[config.mk]
export PLATFORM = sky130hd
export DESIGN_NAME = clkfs_gen
export DESIGN_NICKNAME = d
export VERILOG_FILES = /design/src/rtl/clkfs_pkg.sv /design/src/rtl/clkfs_src_sample.sv /design/src/rtl/clkfs_bit_div.sv /design/src/rtl/clkfs_frame_gen.sv /design/src/rtl/clkfs_gen.sv
export SDC_FILE = /design/constraint.sdc
export NUM_CORES = 1
export LEC_CHECK = 0
export BUFFER_PORTS_ARGS = -buffer_cell sky130_fd_sc_hd__buf_2
export CORE_MARGIN = 1.5
export CORE_UTILIZATION = 70
export DETAILED_ROUTE_END_ITERATION = 16
export PLACE_DENSITY = 0.89
export REMOVE_ABC_BUFFERS = 1
export SLEW_MARGIN = 20
export SYNTH_ARGS = -nofsm -noshare
export SYNTH_HDL_FRONTEND = slang
export SYNTH_SLANG_ARGS = --single-unit
[constraint.sdc]
create_clock -name clk -period 131.6 [get_ports clk]
set_input_delay 26.32 -clock clk [delete_from_list [all_inputs] [get_ports clk]]
set_output_delay 26.32 -clock clk [all_outputs]
set_load 0.02 [all_outputs]
[src/rtl/clkfs_pkg.sv]
package clkfs_pkg;

  localparam int unsigned CLKFS_DIV_W = 20;

  typedef enum logic {
    BC_PASS   = 1'b0,
    BC_DIVIDE = 1'b1
  } bc_mode_e;

  typedef enum logic {
    FS_BYPASS = 1'b0,
    FS_DIVIDE = 1'b1
  } fs_mode_e;

endpackage

[src/rtl/clkfs_src_sample.sv]
module clkfs_src_sample (
  input  logic clk,
  input  logic rst_n,
  input  logic src_clk,
  input  logic src_loop,
  output logic src_lvl_q,
  output logic src_tick
);

  logic lvl_d;

  // refused feedback request: the source is tied low, never to our own output
  always_comb begin
    lvl_d    = src_loop ? 1'b0 : src_clk;
    src_tick = lvl_d & ~src_lvl_q;
  end

  always_ff @(posedge clk or negedge rst_n) begin
    if (!rst_n) begin
      src_lvl_q <= 1'b0;
    end else begin
      src_lvl_q <= lvl_d;
    end
  end

endmodule

[src/rtl/clkfs_bit_div.sv]
module clkfs_bit_div
  import clkfs_pkg::*;
#(
  parameter int unsigned DIV_W = CLKFS_DIV_W
) (
  input  logic             clk,
  input  logic             rst_n,
  input  logic             run,
  input  logic             run_q,
  input  logic             tick,
  input  logic             src_lvl_q,
  input  logic [DIV_W-1:0] clk_div,
  output logic             bclk,
  output logic             bit_wrap
);

  localparam logic [DIV_W-1:0] ONE = DIV_W'(1);

  bc_mode_e         mode;
  logic [DIV_W-1:0] cnt_q;
  logic [DIV_W-1:0] cnt_d;
  logic [DIV_W-1:0] half;
  logic             at_end;
  logic             cnt_en;

  always_comb begin
    mode   = (clk_div > ONE) ? BC_DIVIDE : BC_PASS;
    half   = clk_div >> 1;
    at_end = (cnt_q >= clk_div - ONE);
    cnt_en = run & tick & (mode == BC_DIVIDE);
  end

  always_comb begin
    cnt_d = cnt_q;
    if (!run || mode == BC_PASS) begin
      cnt_d = '0;
    end else if (cnt_en) begin
      cnt_d = at_end ? '0 : cnt_q + ONE;
    end
  end

  always_ff @(posedge clk or negedge rst_n) begin
    if (!rst_n) begin
      cnt_q <= '0;
    end else begin
      cnt_q <= cnt_d;
    end
  end

  always_comb begin
    bit_wrap = run & tick & ((mode == BC_PASS) | at_end);
    if (mode == BC_PASS) begin
      bclk = run_q & src_lvl_q;
    end else begin
      bclk = run_q & (cnt_q < half);
    end
  end

endmodule

[src/rtl/clkfs_frame_gen.sv]
module clkfs_frame_gen
  import clkfs_pkg::*;
#(
  parameter int unsigned DIV_W = CLKFS_DIV_W
) (
  input  logic             clk,
  input  logic             rst_n,
  input  logic             run,
  input  logic             run_q,
  input  logic             bit_wrap,
  input  logic             fs_ext,
  input  logic [DIV_W-1:0] frm_div,
  input  logic [DIV_W-1:0] frm_phase,
  output logic             fsync
);

  localparam logic [DIV_W-1:0] ONE = DIV_W'(1);

  fs_mode_e         mode;
  logic [DIV_W-1:0] frm_q;
  logic [DIV_W-1:0] frm_d;
  logic [DIV_W-1:0] phase_eff;
  logic             ext_q;
  logic             ext_d;

  function automatic logic [DIV_W-1:0] phase_reduce(
    input logic [DIV_W-1:0] p,
    input logic [DIV_W-1:0] d
  );
    if (d > ONE) begin
      return p % d;
    end
    return '0;
  endfunction

  always_comb begin
    mode      = (frm_div > ONE) ? FS_DIVIDE : FS_BYPASS;
    phase_eff = phase_reduce(frm_phase, frm_div);
    ext_d     = fs_ext;
  end

  always_comb begin
    frm_d = frm_q;
    if (!run || mode == FS_BYPASS) begin
      frm_d = '0;
    end else if (bit_wrap) begin
      frm_d = (frm_q >= frm_div - ONE) ? '0 : frm_q + ONE;
    end
  end

  always_ff @(posedge clk or negedge rst_n) begin
    if (!rst_n) begin
      frm_q <= '0;
      ext_q <= 1'b0;
    end else begin
      frm_q <= frm_d;
      ext_q <= ext_d;
    end
  end

  always_comb begin
    if (mode == FS_BYPASS) begin
      fsync = run_q & ext_q;
    end else begin
      fsync = run_q & (frm_q == phase_eff);
    end
  end

endmodule

[src/rtl/clkfs_gen.sv]
module clkfs_gen
  import clkfs_pkg::*;
#(
  parameter int unsigned DIV_W = CLKFS_DIV_W
) (
  input  logic             clk,
  input  logic             rst_n,
  input  logic             enable,
  input  logic             src_clk,
  input  logic             src_loop,
  input  logic             fs_ext,
  input  logic [DIV_W-1:0] clk_div,
  input  logic [DIV_W-1:0] frm_div,
  input  logic [DIV_W-1:0] frm_phase,
  output logic             bclk_o,
  output logic             fsync_o
);

  logic en_q;
  logic src_lvl_q;
  logic src_tick;
  logic bit_wrap;

  always_ff @(posedge clk or negedge rst_n) begin
    if (!rst_n) begin
      en_q <= 1'b0;
    end else begin
      en_q <= enable;
    end
  end

  clkfs_src_sample u_src (
    .clk       (clk),
    .rst_n     (rst_n),
    .src_clk   (src_clk),
    .src_loop  (src_loop),
    .src_lvl_q (src_lvl_q),
    .src_tick  (src_tick)
  );

  clkfs_bit_div #(.DIV_W(DIV_W)) u_bit (
    .clk       (clk),
    .rst_n     (rst_n),
    .run       (enable),
    .run_q     (en_q),
    .tick      (src_tick),
    .src_lvl_q (src_lvl_q),
    .clk_div   (clk_div),
    .bclk      (bclk_o),
    .bit_wrap  (bit_wrap)
  );

  clkfs_frame_gen #(.DIV_W(DIV_W)) u_frm (
    .clk       (clk),
    .rst_n     (rst_n),
    .run       (enable),
    .run_q     (en_q),
    .bit_wrap  (bit_wrap),
    .fs_ext    (fs_ext),
    .frm_div   (frm_div),
    .frm_phase (frm_phase),
    .fsync     (fsync_o)
  );

endmodule

# Word-level counts from Yosys, hierarchy flattened
# Cells that the tools add are included.
[op_classes] add_sub_neg=4 n_div=1 order_cmp=5 n_eq_ne=1 n_mux=13 n_bitwise=12 reduce_logical=5
[op_table] op="20-bit 2-to-1 mux" n=8
[op_table] op="20-bit by 1-bit adder with 20-bit output, second input constant" n=2
[op_table] op="20-bit greater-or-equal comparator" n=2
[op_table] op="20-bit by 1-bit > comparator with 1-bit output, second input constant" n=2
[op_table] op="20-bit by 1-bit subtractor with 20-bit output, second input constant" n=2
[op_table] op="20-bit == test" n=1
[op_table] op="20-bit by 19-bit less-than comparator with 1-bit output" n=1
[op_table] op="20-bit by 20-bit modulo with 20-bit output" n=1
[op_table] op="1-bit bitwise AND" n=8
[op_table] op="1-bit 2-to-1 mux" n=5
[op_table] op="2-bit nonzero test" n=2
[op_table] op="1-bit NOT" n=3
[op_table] op="1-bit logical OR" n=2
[op_table] op="1-bit logical NOT" n=1
[op_table] op="1-bit bitwise OR" n=1
[totals] regBits=43 inputBits=66 output_inout_bits=2 elab_cells=46

# Logic depth before layout (Yosys ltp)
[logic_depth] word_depth=7 mapped_depth=185 ltp_nobuf=164

# Hierarchy
# Synthesis repeated with hierarchy kept, for this count alone.
[hier_totals] cells_unflattened=2624 area_unflattened_um2=18301.3
[modules_own_cells] mod="clkfs_frame_gen" n_inst=1 cells_each=2321 area_each_um2=15775.1 seq_area_each_um2=525.5
[modules_own_cells] mod="clkfs_bit_div" n_inst=1 cells_each=299 area_each_um2=2457.4 seq_area_each_um2=500.5
[modules_own_cells] mod="clkfs_src_sample" n_inst=1 cells_each=3 area_each_um2=43.8 seq_area_each_um2=25.0
[modules_own_cells] mod="clkfs_gen" n_inst=1 cells_each=1 area_each_um2=25.0 seq_area_each_um2=25.0

# Least setup slack after synthesis
# No wires, ideal clock.
[synth_timing] path_type="input port to output port" startpoint="in frm_div[11]" endpoint="out fsync_o" arrival_time_ns=64.613 t_required_ns=105.280 setup_slack_ns=40.667 path_stages=164 path_buffers=22 path_cell_list="clkbuf_1 nor4_2 nand3_1 clkbuf_1 nor4_1 a21oi_1 a21oi_1 ha_1 or4b_2 nand2_1 a21oi_1 mux2_2 ha_1 a21oi_1 nand2_1 and3_1 o31ai_1 inv_1 [... 128 more ...] nor3_1 clkbuf_1 nor2_1 a221o_1 ha_1 o21ai_0 a21oi_1 nor2b_1 a2111oi_0 o211ai_1 a211oi_1 nand4b_1 nor4_1 a2111oi_0 o2111ai_1 nor4_1 o2111ai_1 o41ai_2"
[synth_via] elab_chain_len=6 elab_cells_between_ends=8 classes_between="div: 1; order compare: 1; eq/ne: 1; mux: 4; bitwise: 1"
[synth_rtl] item="start: declaration" line="clkfs_gen.sv:13" text="input logic [DIV_W-1:0] frm_div,"
[synth_rtl] item="20-bit by 20-bit modulo with 20-bit output or 20-bit by 1-bit > comparator with 1-bit output (tied branches)" line="clkfs_frame_gen.sv:31, clkfs_frame_gen.sv:30, clkfs_frame_gen.sv:37"
[synth_rtl] item="20-bit 2-to-1 mux or 1-bit 2-to-1 mux (tied branches)" line="clkfs_frame_gen.sv:30, clkfs_frame_gen.sv:37"
[synth_rtl] item="20-bit 2-to-1 mux" line="clkfs_frame_gen.sv:33" text="return '0;"
[synth_rtl] item="20-bit == test" line="clkfs_frame_gen.sv:65" text="fsync = run_q & (frm_q == phase_eff);"
[synth_rtl] item="1-bit bitwise AND" line="clkfs_frame_gen.sv:65"
[synth_rtl] item="1-bit 2-to-1 mux (*)" line="clkfs_frame_gen.sv:62" text="if (mode == FS_BYPASS) begin"
[synth_rtl] item="end: declaration" line="clkfs_gen.sv:16" text="output logic fsync_o"
# Every way passes the cells marked *; elsewhere a longest branch is shown, timed or not. The select of a mux whose other input is x is not followed.

# Final worst setup path
# Ends and elaborated chain as after synthesis.

==> results.tsv <==
stage	metric	value	unit
timing	Final Hold Viols	0	
timing	relative slew slack	24.9	%
clock_network	CTS H-tree lvls	2	
flow_run	Maximum Capacitance Violations	0	
floorplanning	Chip Width	160	um
floorplanning	Die Span Y	160	um
final_layout	non-filler cells, final	2770	
final_layout	Area Growth Syn to Fin	4.38	%
floorplanning	I/O pin cnt	68	
final_layout	FF/Latch Area	1080	sq um
final_layout	multi-input logic area	15500	sq um
clock_network	TritonCTS buffer count	5	
setup_path	crit path kind	input pin to output pin	
setup_path	slowest stage delay, CP	930	ps
routing	drt total wl	64600	um
timing	fin crit share	75.6	%
logic_synthesis	prevailing post-synth register cell	dfrtp_1	
setup_path	CP most frequent cell	ha_1	
logic_synthesis	Yosys reg bits	43	
place	Placed Cells incl. Taps	2761	
routing	routed len/inst	23.3	um
clock_network	root buffer cell	clkbuf_16	
clock_network	Resized Gates After CTS	0	
place	placer congestion estimate	1.11	
floorplanning	Die Area	25700	sq um
routing	DR vias	20500	
timing	Setup TNS Final	0	ps
setup_path	Crit-path slowest cell	a2111oi_0	
logic_synthesis	number of library cell types mapped by synthesis	89	
clock_network	Hold Buf Count CTS	0	
clock_network	clk buf depth	2	
timing	clk_skew	4.91	ps
setup_path	Critical Path End Type	output pin	
grt	vias in the first global route	19000	
min_path	hold depth	1	
floorplanning	Core Area	24300	sq um
floorplanning	starting density of the core	71.1	%
place	Port-buffer cells	67	
timing	max-slew violation count	0	
floorplanning	Rows	57	
final_layout	most frequent cells in the layout	275 x ha_1, 210 x nor2_1, 205 x nand2_1, 192 x a21oi_1, 137 x o21ai_0	
clock_network	CTS tree	built	
routing	initial DRC count	2645	
timing	Final Hold Slack	568	ps
grt	first-pass GRT wire length	101000	um
grt	maximum number of pins on one net before global-route repair	44	
setup_path	crit start category	input pin	
logic_synthesis	cell area after synthesis	17300	sq um
clock_network	clk_lat worst skew	290	ps
logic_synthesis	Mapped Avg Cell Area	7.11	sq um
place	hpwl dp	49800	um
grt	Overflow after GRT	0	
setup_path	CP required	105280	ps
clock_network	Sink Count	43	
logic_synthesis	sequential element share of the synthesized area	6.22	%
timing	RSZ-0062 raised after global routing	false	
setup_path	CP Max Fanout	27	
status	status	completed	
power_and_ir_drop	Leakage	8.46	nW
clock_network	Setup Fix Bufs, Post-CTS	0	
grt	Total GRT Usage	48.7	%
timing	Least-Margin Pin Slew	1120	ps
setup_path	Reg2Reg Setup Slack	126950	ps
min_path	Min-Delay Path Class	register to register	
routing	router iterations before antenna repair	9	
routing	ANT nets after route	0	
routing	Via density	7.41	
final_layout	most common cell after layout, fill and taps aside	ha_1	
final_layout	fillers	1965	
final_layout	Layout Nets	2786	
logic_synthesis	Post-Syn Instances	2432	
setup_path	Reg2Reg Depth	15	
grt	initial antenna violation count	4	
power_and_ir_drop	Pwr per Cell Area	7.45	nW/um^2
logic_synthesis	EDFF count, synth	0	
clock_network	Worst-path clk slew	60	ps
timing	Tmin final	99430	ps
timing	fmax	0.0101	GHz
routing	drc violations	0	
setup_path	Crit path arrival time	73110	ps
timing	Final Setup Violations	0	
logic_synthesis	Ys Warns	0	
power_and_ir_drop	VDD IR-drop max	0.00000697	V
logic_synthesis	asr flop ratio synth	100	%
final_layout	share of cells above drive strength 1	6.59	%
==> cell families (layout without fill, tap and decap cells) <==
kind of cell	after synthesis	after routing	share of synthesized area (%)
compound gates	843	843	33.3
other cells	0	3	0
xor+xnor	175	175	8.86
simple gates	864	864	24.9
fa+ha+maj	276	276	20.0
buf+inv	189	200	4.12
mux	42	42	2.55
flops	43	43	6.22
==> registers in the layout (all words and copies together), names as in the netlist <==
register and cells:
en_q 1, u_bit.cnt_q 20, u_frm.ext_q 1, u_frm.frm_q 20, u_src.src_lvl_q 1
==> routing by layer <==
metal / vias up / share of wire [%] / track usage (%)
met5: - / 0 / 0
met4: 0 / 7.2 / 29.7
met3: 386 / 14 / 10.9
met2: 1574 / 42 / 74.8
met1: 9279 / 37 / 62.0
li1: 9293 / - / -
==> power breakdown <==
part | switching (mW) | internal, mW | total [mW]
Clock | 0.00511 | 0.00684 | 0.0119
Sequential | 0.000114 | 0.0133 | 0.0134
Combinational | 0.0677 | 0.0415 | 0.109
==> worst max-delay path, delay by kind of cell <==
kind | cells | cell delay (ps)
AOI/OAI and AO/OA | 75 | 23520
adders and majority gates | 19 | 6360
buffers and inverters | 9 | 1440
muxes | 4 | 1470
and+or+nand+nor | 46 | 13870
==> worst paths after layout <==
path | startpoint | endpoint
max | frm_div[11] | fsync_o
min | u_bit.cnt_q[10] | u_bit.cnt_q[10]
max reg2reg | u_frm.frm_q[0] | u_frm.frm_q[0]
min reg2reg | u_bit.cnt_q[10] | u_bit.cnt_q[10]
max in group asynchronous | rst_n | u_frm.frm_q[0]
min in group asynchronous | rst_n | en_q
==> area by class of cell <==
class                   count  share of cell area, %
multi-input cells        2200                   86.1
diodes                      3                 0.0416
well taps                 324                   2.25
inverters                 105                   2.18
repair buffers             89                   2.77
flip-flops and latches     43                   5.96
clock buffers               6                  0.714
==> cells in the mapped netlist, types with 56 or more instances <==
library cell  instances  area, sq um
a21o_1               91          683
xnor2_1             110          963
o21ai_0             137          686
and3_1               60          375
ha_1                275         3440
a21oi_1             192          961
clkbuf_1             75          282
nor3_1               63          315
inv_1               105          394
nand3_1              74          370
nand2_1             205          769
nor2_1              210          788
o21a_1               56          420
xor2_1               65          569
==> metrics by stage <==
stage / worst slack, ps / cell area [sq um] / util [%] / total power, mW
floorplan: 39750 / 17000 / - / 0.0910
CTS: 33770 / 18000 / 74.2 / 0.130
finish: 32170 / 18100 / 74.3 / 0.135
global placement: 35050 / 17900 / 73.7 / 0.115
detailed placement: 33990 / 17900 / 73.7 / 0.117
global route: 29670 / 18100 / 74.2 / 0.143
Power figures use the tool's default switching activity.
